===== src/rtl/mdio_frame_master.sv =====
module mdio_frame_master #(
  parameter int HALF_CYC = 10
) (
  input  logic        clk,
  input  logic        rst,
  input  logic        req_start,
  input  logic        req_read,
  input  logic [4:0]  req_phy,
  input  logic [4:0]  req_reg,
  input  logic [15:0] req_wdata,
  output logic        busy,
  output logic        done,
  output logic [15:0] rd_data,
  output logic        no_resp,
  output logic        mdc,
  output logic        mdio_o,
  output logic        mdio_oe,
  input  logic        mdio_i
);
  localparam int DW = (HALF_CYC > 1) ? $clog2(HALF_CYC) : 1;
  localparam logic [6:0] S_TA1 = 7'd46;
  localparam logic [6:0] S_TA2 = 7'd47;
  localparam logic [6:0] S_D0  = 7'd48;
  localparam logic [6:0] S_END = 7'd64;
  localparam logic [6:0] S_ERR = 7'd79;

  logic          busy_q, done_q, hi_q, rd_q, err_q;
  logic [DW-1:0] div_q;
  logic [6:0]    slot_q, k;
  logic [4:0]    phy_q, reg_q;
  logic [15:0]   wd_q, rdat_q;
  logic          bit_v;
  logic [6:0]    last_slot;

  assign last_slot = err_q ? S_ERR : S_END;

  always_ff @(posedge clk) begin
    if (rst) begin
      busy_q <= 1'b0; done_q <= 1'b0; hi_q <= 1'b0; rd_q <= 1'b0; err_q <= 1'b0;
      div_q <= '0; slot_q <= '0; phy_q <= '0; reg_q <= '0; wd_q <= '0; rdat_q <= '0;
    end else begin
      done_q <= 1'b0;
      if (!busy_q) begin
        if (req_start) begin
          busy_q <= 1'b1;
          rd_q   <= req_read;
          phy_q  <= req_phy;
          reg_q  <= req_reg;
          wd_q   <= req_wdata;
          slot_q <= '0;
          hi_q   <= 1'b0;
          div_q  <= '0;
          rdat_q <= '0;
          err_q  <= 1'b0;
        end
      end else if (div_q == DW'(HALF_CYC - 1)) begin
        div_q <= '0;
        hi_q  <= ~hi_q;
        if (hi_q) begin
          if (rd_q && slot_q == S_TA2 && mdio_i) err_q <= 1'b1;
          if (rd_q && !err_q && slot_q >= S_D0 && slot_q < S_END)
            rdat_q <= {rdat_q[14:0], mdio_i};
          if (slot_q == last_slot) begin
            busy_q <= 1'b0;
            done_q <= 1'b1;
          end else begin
            slot_q <= slot_q + 7'd1;
          end
        end
      end else begin
        div_q <= div_q + DW'(1);
      end
    end
  end

  always_comb begin
    k     = '0;
    bit_v = 1'b0;
    if (slot_q < 7'd32)       bit_v = 1'b1;
    else if (slot_q == 7'd32) bit_v = 1'b0;
    else if (slot_q == 7'd33) bit_v = 1'b1;
    else if (slot_q == 7'd34) bit_v = rd_q;
    else if (slot_q == 7'd35) bit_v = ~rd_q;
    else if (slot_q <= 7'd40) begin
      k = 7'd40 - slot_q;
      bit_v = phy_q[k[2:0]];
    end else if (slot_q <= 7'd45) begin
      k = 7'd45 - slot_q;
      bit_v = reg_q[k[2:0]];
    end else if (slot_q == S_TA1) bit_v = 1'b1;
    else if (slot_q == S_TA2) bit_v = 1'b0;
    else if (slot_q < S_END) begin
      k = 7'd63 - slot_q;
      bit_v = wd_q[k[3:0]];
    end
  end

  assign mdio_oe = busy_q && (slot_q < S_TA1 || (!rd_q && slot_q < S_END));
  assign mdio_o  = mdio_oe & bit_v;
  assign mdc     = busy_q ? hi_q : 1'b1;
  assign busy    = busy_q;
  assign done    = done_q;
  assign rd_data = rdat_q;
  assign no_resp = err_q;

  assert_idle_released_R1: assert property (@(posedge clk) disable iff (rst)
    !busy |-> (mdc && !mdio_oe));

  assert_change_low_R4: assert property (@(posedge clk) disable iff (rst)
    (mdio_oe && $past(mdio_oe) && mdio_o != $past(mdio_o)) |-> !mdc);

  assert_busy_needs_start_R9: assert property (@(posedge clk) disable iff (rst)
    $rose(busy) |-> $past(req_start));

  assert_done_pulse_R10: assert property (@(posedge clk) disable iff (rst)
    done |=> !done);

  assert_done_idle_R10: assert property (@(posedge clk) disable iff (rst)
    done |-> !busy);

  assert_hold_result_R10: assert property (@(posedge clk) disable iff (rst)
    (!busy && !$past(busy)) |-> ($stable(rd_data) && $stable(no_resp)));
endmodule


===== config.mk =====
export PLATFORM = sky130hd
export DESIGN_NAME = mdio_frame_master
export DESIGN_NICKNAME = d
export VERILOG_FILES = /design/src/rtl/mdio_frame_master.sv
export SDC_FILE = /design/constraint.sdc
export NUM_CORES = 1
export LEC_CHECK = 0
export BUFFER_PORTS_ARGS = -buffer_cell sky130_fd_sc_hd__buf_4
export CORE_MARGIN = 3
export CORE_UTILIZATION = 50
export CTS_CLUSTER_SIZE = 12
export DETAILED_ROUTE_END_ITERATION = 10
export PLACE_DENSITY = 0.73
export SLEW_MARGIN = 30
export SYNTH_ARGS = -nofsm -noshare
export SYNTH_HDL_FRONTEND = slang
export SYNTH_SLANG_ARGS = --single-unit

===== constraint.sdc =====
create_clock -name clk -period 3.7 [get_ports clk]
set_clock_uncertainty 0.05 [all_clocks]
set_input_delay 0.185 -clock clk [delete_from_list [all_inputs] [get_ports clk]]
set_output_delay 0.185 -clock clk [all_outputs]
set_load 0.02 [all_outputs]

==> results.toml, run 1 <==
[die]
fp.dieH_um = 80.79
coreArea_mm2 = 0.005270
ios = 53
die_w_um = 80.79
dieArea_mm2 = 0.006526
initial_utilization_pct = 53.06
num_rows = 26

[route]
wire_per_inst_um = 14.13
dr.pass1.iters = 4
num_vias = 2536
ant_nets = 0
viasPerCell = 5.537
drc = 0
first_iter_violations = 129
routed_wl_mm = 6.470

[place]
gp_congestion = 0.8540
io_buffers = 52
pre_cts_ws_ps = 803.4
dp_hpwl_mm = 4.427

[clocking]
clock_sinks = 58
cts_tree = "done"
cts_hold_buf = 0
cts_root_buffer = "clkbuf_8"
post-cts-setup-buffers = 0
cts-htree-levels = 3
numCtsBuffers = 9
clk_pin_slew_worst_paths_ps = 70
cts-resized-gates = 0
cts_max_path_buffers = 2
clk_latency_ps = 340

[job]
cap_viol_max_count = 0

[hold_path]
hold_start = "req_reg[4]"
hold_path.class = "input port to flip-flop"

[synthesis]
synth_ff_type = "dfxtp_1"
synth.top_cells.by_area = "dfxtp_1 42%, nand2_1 12%, a21oi_1 6.8%, ha_1 4.5%, o22ai_1 3.4%"
synth_top_cell_by_area = "dfxtp_1"
synth_area_mm2 = 0.002796
syn_area_per_cell_um2 = 8.225
async_flop_share_pct = 0
yosys.area_share.simple_pct = 21.61
syn_nets = 381
yosys_warnings = 0
netlist.area_leader.share_pct = 41.52
synth_cells = 340
synth_fa_ha_area_share_pct = 4.474
synth_xor_area_share_pct = 0
synth-compound-area-share_pct = 20.22
ys_ff_latch = 58
ys_seq_area_share_pct = 41.52
synth_mux_area_share_pct = 7.338
synth_top_family_by_area = "simple AND/OR/NAND/NOR gates"
synth_edf_count = 0
synth_cell_types = 47

[setup_path]
cpPeakStageDelay_ps = 680
cp_cell_sequence = "inv_1, ha_1, ha_1, or3_1, a311oi_1, a2111oi_2, a211oi_1, buf_4"
required_ps = 3460
critPathLaunchType = "flip-flop"
crit_top_cell = "ha_1"
worstPathArrival_ps = 3030
critPathKind = "flip-flop to output pin"
setup.worst_path.start = "slot_q[0]"
critPathMaxFanout = 16
cp_top_family = "flip-flops"
reg2reg_from = "busy"
crit_buf_inv = 2
crit_slowest_cell = "dfxtp_1"
critPathCaptureType = "output pin"

[timing]
fmax_mhz = 305.9
worst_slack_ps = 431.3
period_share_pct = 88.34
fin_setup_tns_ps = 0
hold_slack_ps = 37.00
fin_crit_ps = 3269
maxSlewViolCount = 0
setup_violations = 0
final_hold_viol_count = 0
rsz0062_at_grt = "no"
worst_pin_slew_ps = 597.8
slew_headroom_pct = 60.04

[global_routing]
antenna_found_initial = 0
grt_pass1_vias = 2340
grt_max_degree = 40
grt_usage_pct = 21.03
grt_pass1_wl_mm = 10.67
overflow = 0

[final_layout]
nNetsFinal = 424
nFillCells = 488
drive_gt1_share_pct = 21.65
syn_to_final_growth_pct = 20.31
diodes = 0

[power_and_ir_drop]
ir_drop_uv = 201.5
powerDensity_mw_per_mm2 = 384.6
leakage_uw = 0.001298

[status]
outcome = "finished clean"
[metal layers]
metal  share of wire (%)  track usage (%)
met5                   0                0
met4                 1.7            9.459
met3                 5.9            4.435
met2                  46            33.77
met1                  46            27.22
[cells in the mapped netlist (all sizes together) (3+ instances only)]
master / instances
o21ai: 6
nor2b: 6
inv: 9
a21oi: 39
a31oi: 5
ha: 10
nand2: 87
o32ai: 3
mux4: 3
nand3: 9
nand2b: 4
clkbuf: 12
a31o: 3
mux2i: 8
nor2: 15
nor3b: 3
o22ai: 15
dfxtp: 58
buf: 10
o211ai: 3
mux2: 4
nand4: 4
[path summary, 6_finish.rpt]
kind	endpoint	slack [ps]	cells after the start
max	mdio_o	430	8
min	reg_q[4]	40	3
max reg2reg	rd_data[0]	1470	5
min reg2reg	wd_q[15]	400	2
[tightest hold or removal path, delay by kind of cell]
family / cells / cell delay, ps
simple gates: 1 / 40
buf+inv: 1 / 110
compound gates: 1 / 50
[cells by family after synthesis]
kind of cell    after synthesis
fa+ha+maj                    10
flops                        58
compound gates               88
buf+inv                      32
simple gates                137
mux                          15
[through the flow]
| stage | power (µW) | cell area (µm²) | utilization (%) | instances |
|---|---|---|---|---|
| after floorplan | 748.7 | 2796 | - | 340 |
| after global placement | 795.6 | 3194 | 60.61 | 442 |
| after detailed placement | 798.9 | 3194 | 60.61 | 442 |
| after CTS | 1303 | 3364 | 63.84 | 458 |
| after global routing | 1347 | 3364 | 63.84 | 458 |
| final | 1294 | 3364 | 63.84 | 458 |
[area by class of cell]
| cell class | count | area (µm²) | area share (%) |
|---|---|---|---|
| sequential | 58 | 1161 | 34.51 |
| clock inverter | 6 | 32.53 | 0.9669 |
| inverter | 10 | 37.54 | 1.116 |
| multi-input combinational | 250 | 1503 | 44.66 |
| tap | 70 | 87.58 | 2.603 |
| timing repair buffer | 54 | 405.4 | 12.05 |
| clock buffer | 10 | 137.6 | 4.091 |
[sequential cells by signal, summed over array words and instances (netlist names)]
name / flops
phy_q: 5
div_q: 4
rd_q: 1
wd_q: 16
done: 1
slot_q: 7
busy: 1
no_resp: 1
reg_q: 5
rd_data: 16
hi_q: 1
[power by group]
| part | total [µW] | internal, µW | switching [µW] |
|---|---|---|---|
| Sequential | 660 | 644 | 15.9 |
| Combinational | 126 | 56.4 | 69.4 |
| Clock | 509 | 255 | 254 |
| Total | 1290 | 954 | 340 |
[cell usage in the layout (no fill, tap or decap), types with 2 or more instances in the layout]
master / n
a2111o_1: 2
buf_4: 54
clkbuf_8: 10
a211oi_1: 2
clkinv_2: 5
o211ai_1: 3
nor3b_1: 3
inv_1: 9
nand4_1: 4
o32ai_1: 3
mux4_2: 3
nor2_1: 15
o2111ai_1: 2
o22ai_1: 15
o21ai_1: 2
mux2i_1: 7
o21a_1: 2
o21ai_0: 4
or3_1: 2
nand2_1: 87
mux2_2: 4
nor3_1: 2
ha_1: 10
nor2b_1: 5
a21oi_1: 38
a31oi_1: 5
nand2b_1: 4
nand3_1: 9
dfxtp_1: 58
Power figures use the tool's default switching activity.
==> run 2: changes to the inputs <==
--- a/config.mk
+++ b/config.mk
@@ -5,7 +5,7 @@
 export SDC_FILE = /design/constraint.sdc
 export NUM_CORES = 1
 export LEC_CHECK = 0
-export BUFFER_PORTS_ARGS = -buffer_cell sky130_fd_sc_hd__buf_4
+export BUFFER_PORTS_ARGS = -buffer_cell sky130_fd_sc_hd__buf_2
 export CORE_MARGIN = 3
 export CORE_UTILIZATION = 50
 export CTS_CLUSTER_SIZE = 12
==> run 2 against run 1 <==
Global-route usage is 0.63 points higher. Flip-flop and latch count stayed put. Register-to-register slack worse by 30 ps. Count of clock-buffer cells in the layout stayed put. Largest cell class unchanged.
==> results.toml, run 2 (synthesized netlist as in run 1, its figures left out) <==
[die]
ios = 53
num_rows = 26
dieArea_mm2 = 0.006526
fp.dieH_um = 80.79
coreArea_mm2 = 0.005270
initial_utilization_pct = 53.06
die_w_um = 80.79

[route]
num_vias = 2527
wire_per_inst_um = 13.43
viasPerCell = 5.517
dr.pass1.iters = 4
routed_wl_mm = 6.149
drc = 0
ant_nets = 0
first_iter_violations = 214

[clocking]
cts_hold_buf = 0
clock_sinks = 58
cts-resized-gates = 0
cts_tree = "done"
cts_root_buffer = "clkbuf_8"
clk_pin_slew_worst_paths_ps = 70
numCtsBuffers = 9
post-cts-setup-buffers = 0
clk_latency_ps = 340
cts_max_path_buffers = 2
cts-htree-levels = 3

[power_and_ir_drop]
powerDensity_mw_per_mm2 = 416.6
leakage_uw = 0.001275
ir_drop_uv = 324.1

[final_layout]
diodes = 0
fin_area_mm2 = 0.003268
multi_input_area_mm2 = 0.001503
mostFrequentLayoutCells = "87 x nand2_1, 58 x dfxtp_1, 52 x buf_2"
nFillCells = 483
nNetsFinal = 424
drive_gt1_share_pct = 21.65
final_common_cell = "nand2_1"
syn_to_final_growth_pct = 16.87
area.sequential_mm2 = 0.001161

[global_routing]
grt_pass1_vias = 2334
grt_max_degree = 40
antenna_found_initial = 0
grt_pass1_wl_mm = 10.94
grt_usage_pct = 21.66
overflow = 0

[job]
cap_viol_max_count = 0

[place]
io_buffers = 52
place_area_mm2 = 0.003064
gp_congestion = 0.8523
dp_hpwl_mm = 4.167

[hold_path]
hold_path.class = "input port to flip-flop"

[setup_path]
critPathLaunchType = "flip-flop"
critPathKind = "flip-flop to output pin"
required_ps = 3460
worstPathArrival_ps = 3050
critPathCaptureType = "output pin"
critPathMaxFanout = 16

[timing]
fin_setup_tns_ps = 0
fmax_mhz = 304.8
period_share_pct = 88.68
rsz0062_at_grt = "no"
maxSlewViolCount = 0
fin_crit_ps = 3281
worst_pin_slew_ps = 744.3
final_hold_viol_count = 0
setup_violations = 0
slew_headroom_pct = 50.38

[status]
outcome = "finished clean"
==> run 2: final timing paths <==
| path | start | endpoint | slack (ps) | cells past startpoint |
|---|---|---|---|---|
| worst min register to register | wd_q[15] | wd_q[15] | 400 | 2 |
| worst min-delay path | req_wdata[1] | wd_q[1] | 20 | 3 |
| worst max register to register | busy | rd_data[0] | 1440 | 5 |
| worst max-delay path | slot_q[0] | mdio_o | 420 | 8 |
==> run 2: routing by layer <==
layer  track usage, %  wire, µm  vias to the layer above
met5                0         0                        -
met4            9.628       115                        0
met3            6.430       433                       10
met2            30.46      2648                       86
met1            30.54      2951                     1144
li1                 -         -                     1287
==> run 2: report_power, final <==
group          leakage (µW)  switching, µW  internal [µW]
clock             0.0000945            260            328
sequential         0.000472           15.4            644
combinational      0.000708           68.7           46.1
total               0.00127            344           1020
==> run 2: per-stage QoR <==
stage                     total power [µW]  cells  hold WS [ps]  setup WS, ps  utilization (%)
after global routing                  1426    458         14.75         146.1            62.01
final                                 1362    458         20.28         418.8            62.01
after CTS                             1376    458         11.16         426.2            62.01
after detailed placement             787.8    442         381.1         803.0            58.14
after global placement               785.4    442         377.5         879.8            58.14
after floorplan                      748.7    340         271.0          1080                -
==> run 2: worst max-delay path, stage by stage (launching register included) <==
cell,delay (ps)
dfxtp_1,660
inv_1,260
ha_1,270
ha_1,300
or3_1,380
a311oi_1,380
a2111oi_2,90
a211oi_1,170
buf_2,200
==> run 2: final cells by class <==
class / instances / share of cell area [%]
multi-input combinational: 250 / 45.98
sequential: 58 / 35.53
timing repair buffer: 54 / 8.423
clock buffer: 10 / 4.211
tap: 70 / 2.680
clock inverter: 6 / 2.029
inverter: 10 / 1.149
==> run 3: changes to the inputs <==
--- a/config.mk
+++ b/config.mk
@@ -11,6 +11,7 @@
 export CTS_CLUSTER_SIZE = 12
 export DETAILED_ROUTE_END_ITERATION = 10
 export PLACE_DENSITY = 0.73
+export RECOVER_POWER = 100
 export SLEW_MARGIN = 30
 export SYNTH_ARGS = -nofsm -noshare
 export SYNTH_HDL_FRONTEND = slang
==> run 3 against run 2 <==
Design area fell by 1.5%. Flip-flop and latch count did not move. The run now ends with max-capacitance violations, max-slew violations left. Critical endpoint unchanged. First-iteration DRC count fell by 21%. Maximum frequency fell by 1.9%. Cell count did not move. Via count rose by 1.1%. Largest power group unchanged. Register-to-register slack got worse by 180 ps. Critical path depth did not move.
==> results.toml, run 3 (synthesized netlist as in run 1, its figures left out) <==
[route]
dr.pass1.iters = 5
wl_met3_um = 394
drt-met1-wl_mm = 3.052
viasPerCell = 5.576
routed-wl-met2_mm = 2.644
ant_nets = 0
num_vias = 2554
first_iter_violations = 169
wire_per_inst_um = 13.57
dr.max_layer_used = "met4"
routed_wl_mm = 6.215
drc = 0

[hold_path]
min_to = "wd_q[1]"
hold_path.class = "input port to flip-flop"
hold_start = "req_wdata[1]"
hold_depth = 3

[timing]
maxSlewViolCount = 40
slew_headroom_pct = -18.60
period_share_pct = 90.38
setup_violations = 0
final_hold_viol_count = 0
fin_setup_tns_ps = 0
rsz0062_at_grt = "no"
fmax_mhz = 299.1
worst_pin_slew_ps = 1779
hold_slack_ps = 17.49
fin_crit_ps = 3344

[final_layout]
syn_to_final_growth_pct = 15.12
final_common_cell = "nand2_1"
drive_gt1_share_pct = 14.95
diodes = 0
nNetsFinal = 424
mostFrequentLayoutCells = "87 x nand2_1, 58 x dfxtp_1, 38 x a21oi_1"

[clocking]
numCtsBuffers = 9
cts_hold_buf = 0
post-cts-setup-buffers = 0
clock_sinks = 58
clk_latency_ps = 350
cts_root_buffer = "clkbuf_8"
cts_max_path_buffers = 2
cts-htree-levels = 3
cts_tree = "done"
clk_pin_slew_worst_paths_ps = 70
cts-resized-gates = 0

[place]
dp_hpwl_mm = 4.167
gp_congestion = 0.8523
io_buffers = 52

[setup_path]
critPathLaunchType = "flip-flop"
crit_slowest_cell = "dfxtp_1"
reg2reg_from = "busy"
cp_cell_sequence = "inv_1, ha_1, ha_1, or3_1, a311oi_1, a2111oi_2, a211oi_1, clkbuf_1"
ff2ff_path_depth = 4
worstPathArrival_ps = 3110
timing.reg2reg.setup_slack_ps = 1260
r2r-end = "slot_q[6]"
crit_top_cell = "ha_1"
critPathCaptureType = "output pin"
critPathKind = "flip-flop to output pin"
critPathMaxFanout = 16
required_ps = 3460
cpPeakStageDelay_ps = 660

[status]
violations = "max-capacitance violations, max-slew violations"
outcome = "finished with violations"

[global_routing]
antenna_found_initial = 0
overflow = 0
grt_pass1_vias = 2334
grt_usage_pct = 21.66
grt_pass1_wl_mm = 10.94
grt_max_degree = 40

[die]
coreArea_mm2 = 0.005270
dieArea_mm2 = 0.006526
initial_utilization_pct = 53.06
fp.dieH_um = 80.79
ios = 53
num_rows = 26
die_w_um = 80.79

[power_and_ir_drop]
ir_drop_uv = 325.0
powerDensity_mw_per_mm2 = 422.6
leakage_uw = 0.001175

[job]
cap_viol_max_count = 1
## run 3: cell types whose count changed in the layout (fill, tap and decap cells not counted), sizes merged
cell and change:
clkbuf +24, buf -24
## run 3: worst max-delay path by stage
stage | start | to | cells past startpoint
2_1_floorplan | slot_q[1] | mdio_o | 8
3_3_place_gp | slot_q[0] | mdio_o | 8
3_5_place_dp | slot_q[0] | mdio_o | 8
4_1_cts | slot_q[0] | mdio_o | 8
5_1_grt | slot_q[0] | mdio_o | 8
6_report | slot_q[0] | mdio_o | 8
## run 3: metal layers
layer / up-vias / global-route usage, %
li1: 1292 / -
met1: 1164 / 30.54
met2: 83 / 30.46
met3: 15 / 6.430
met4: 0 / 9.628
met5: - / 0
## run 3: where the power goes
| group | total (µW) | switching (µW) | internal (µW) |
|---|---|---|---|
| clock | 589 | 261 | 328 |
| combinational | 113 | 69.0 | 43.9 |
| sequential | 659 | 15.4 | 644 |
## run 3: per-stage QoR
step	instances	area, µm²	setup slack, ps	power, µW	util [%]
6_report	458	3219	356.1	1361	61.09
5_1_grt	458	3219	76.65	1424	61.09
4_1_cts	458	3268	426.2	1376	62.01
3_5_place_dp	442	3064	803.0	787.8	58.14
3_3_place_gp	442	3064	879.8	785.4	58.14
2_1_floorplan	340	2796	1080	748.7	-
## run 3: final cells by class
class	instances	area [µm²]
Fill cell	503	2051
Multi-Input combinational cell	250	1486
Sequential cell	58	1161
Timing Repair Buffer	54	242.7
Clock buffer	10	137.6
Tap cell	70	87.58
Clock inverter	6	66.31
Inverter	10	37.54
## run 3: worst max-delay path: cells and delay by family, from the launching register on
family | cells | cell delay (ps)
adder cells (fa/ha/maj) | 2 | 560
AO/OA/AOI/OAI | 3 | 640
buffers and inverters | 2 | 520
flip-flops | 1 | 660
AND/OR/NAND/NOR | 1 | 380
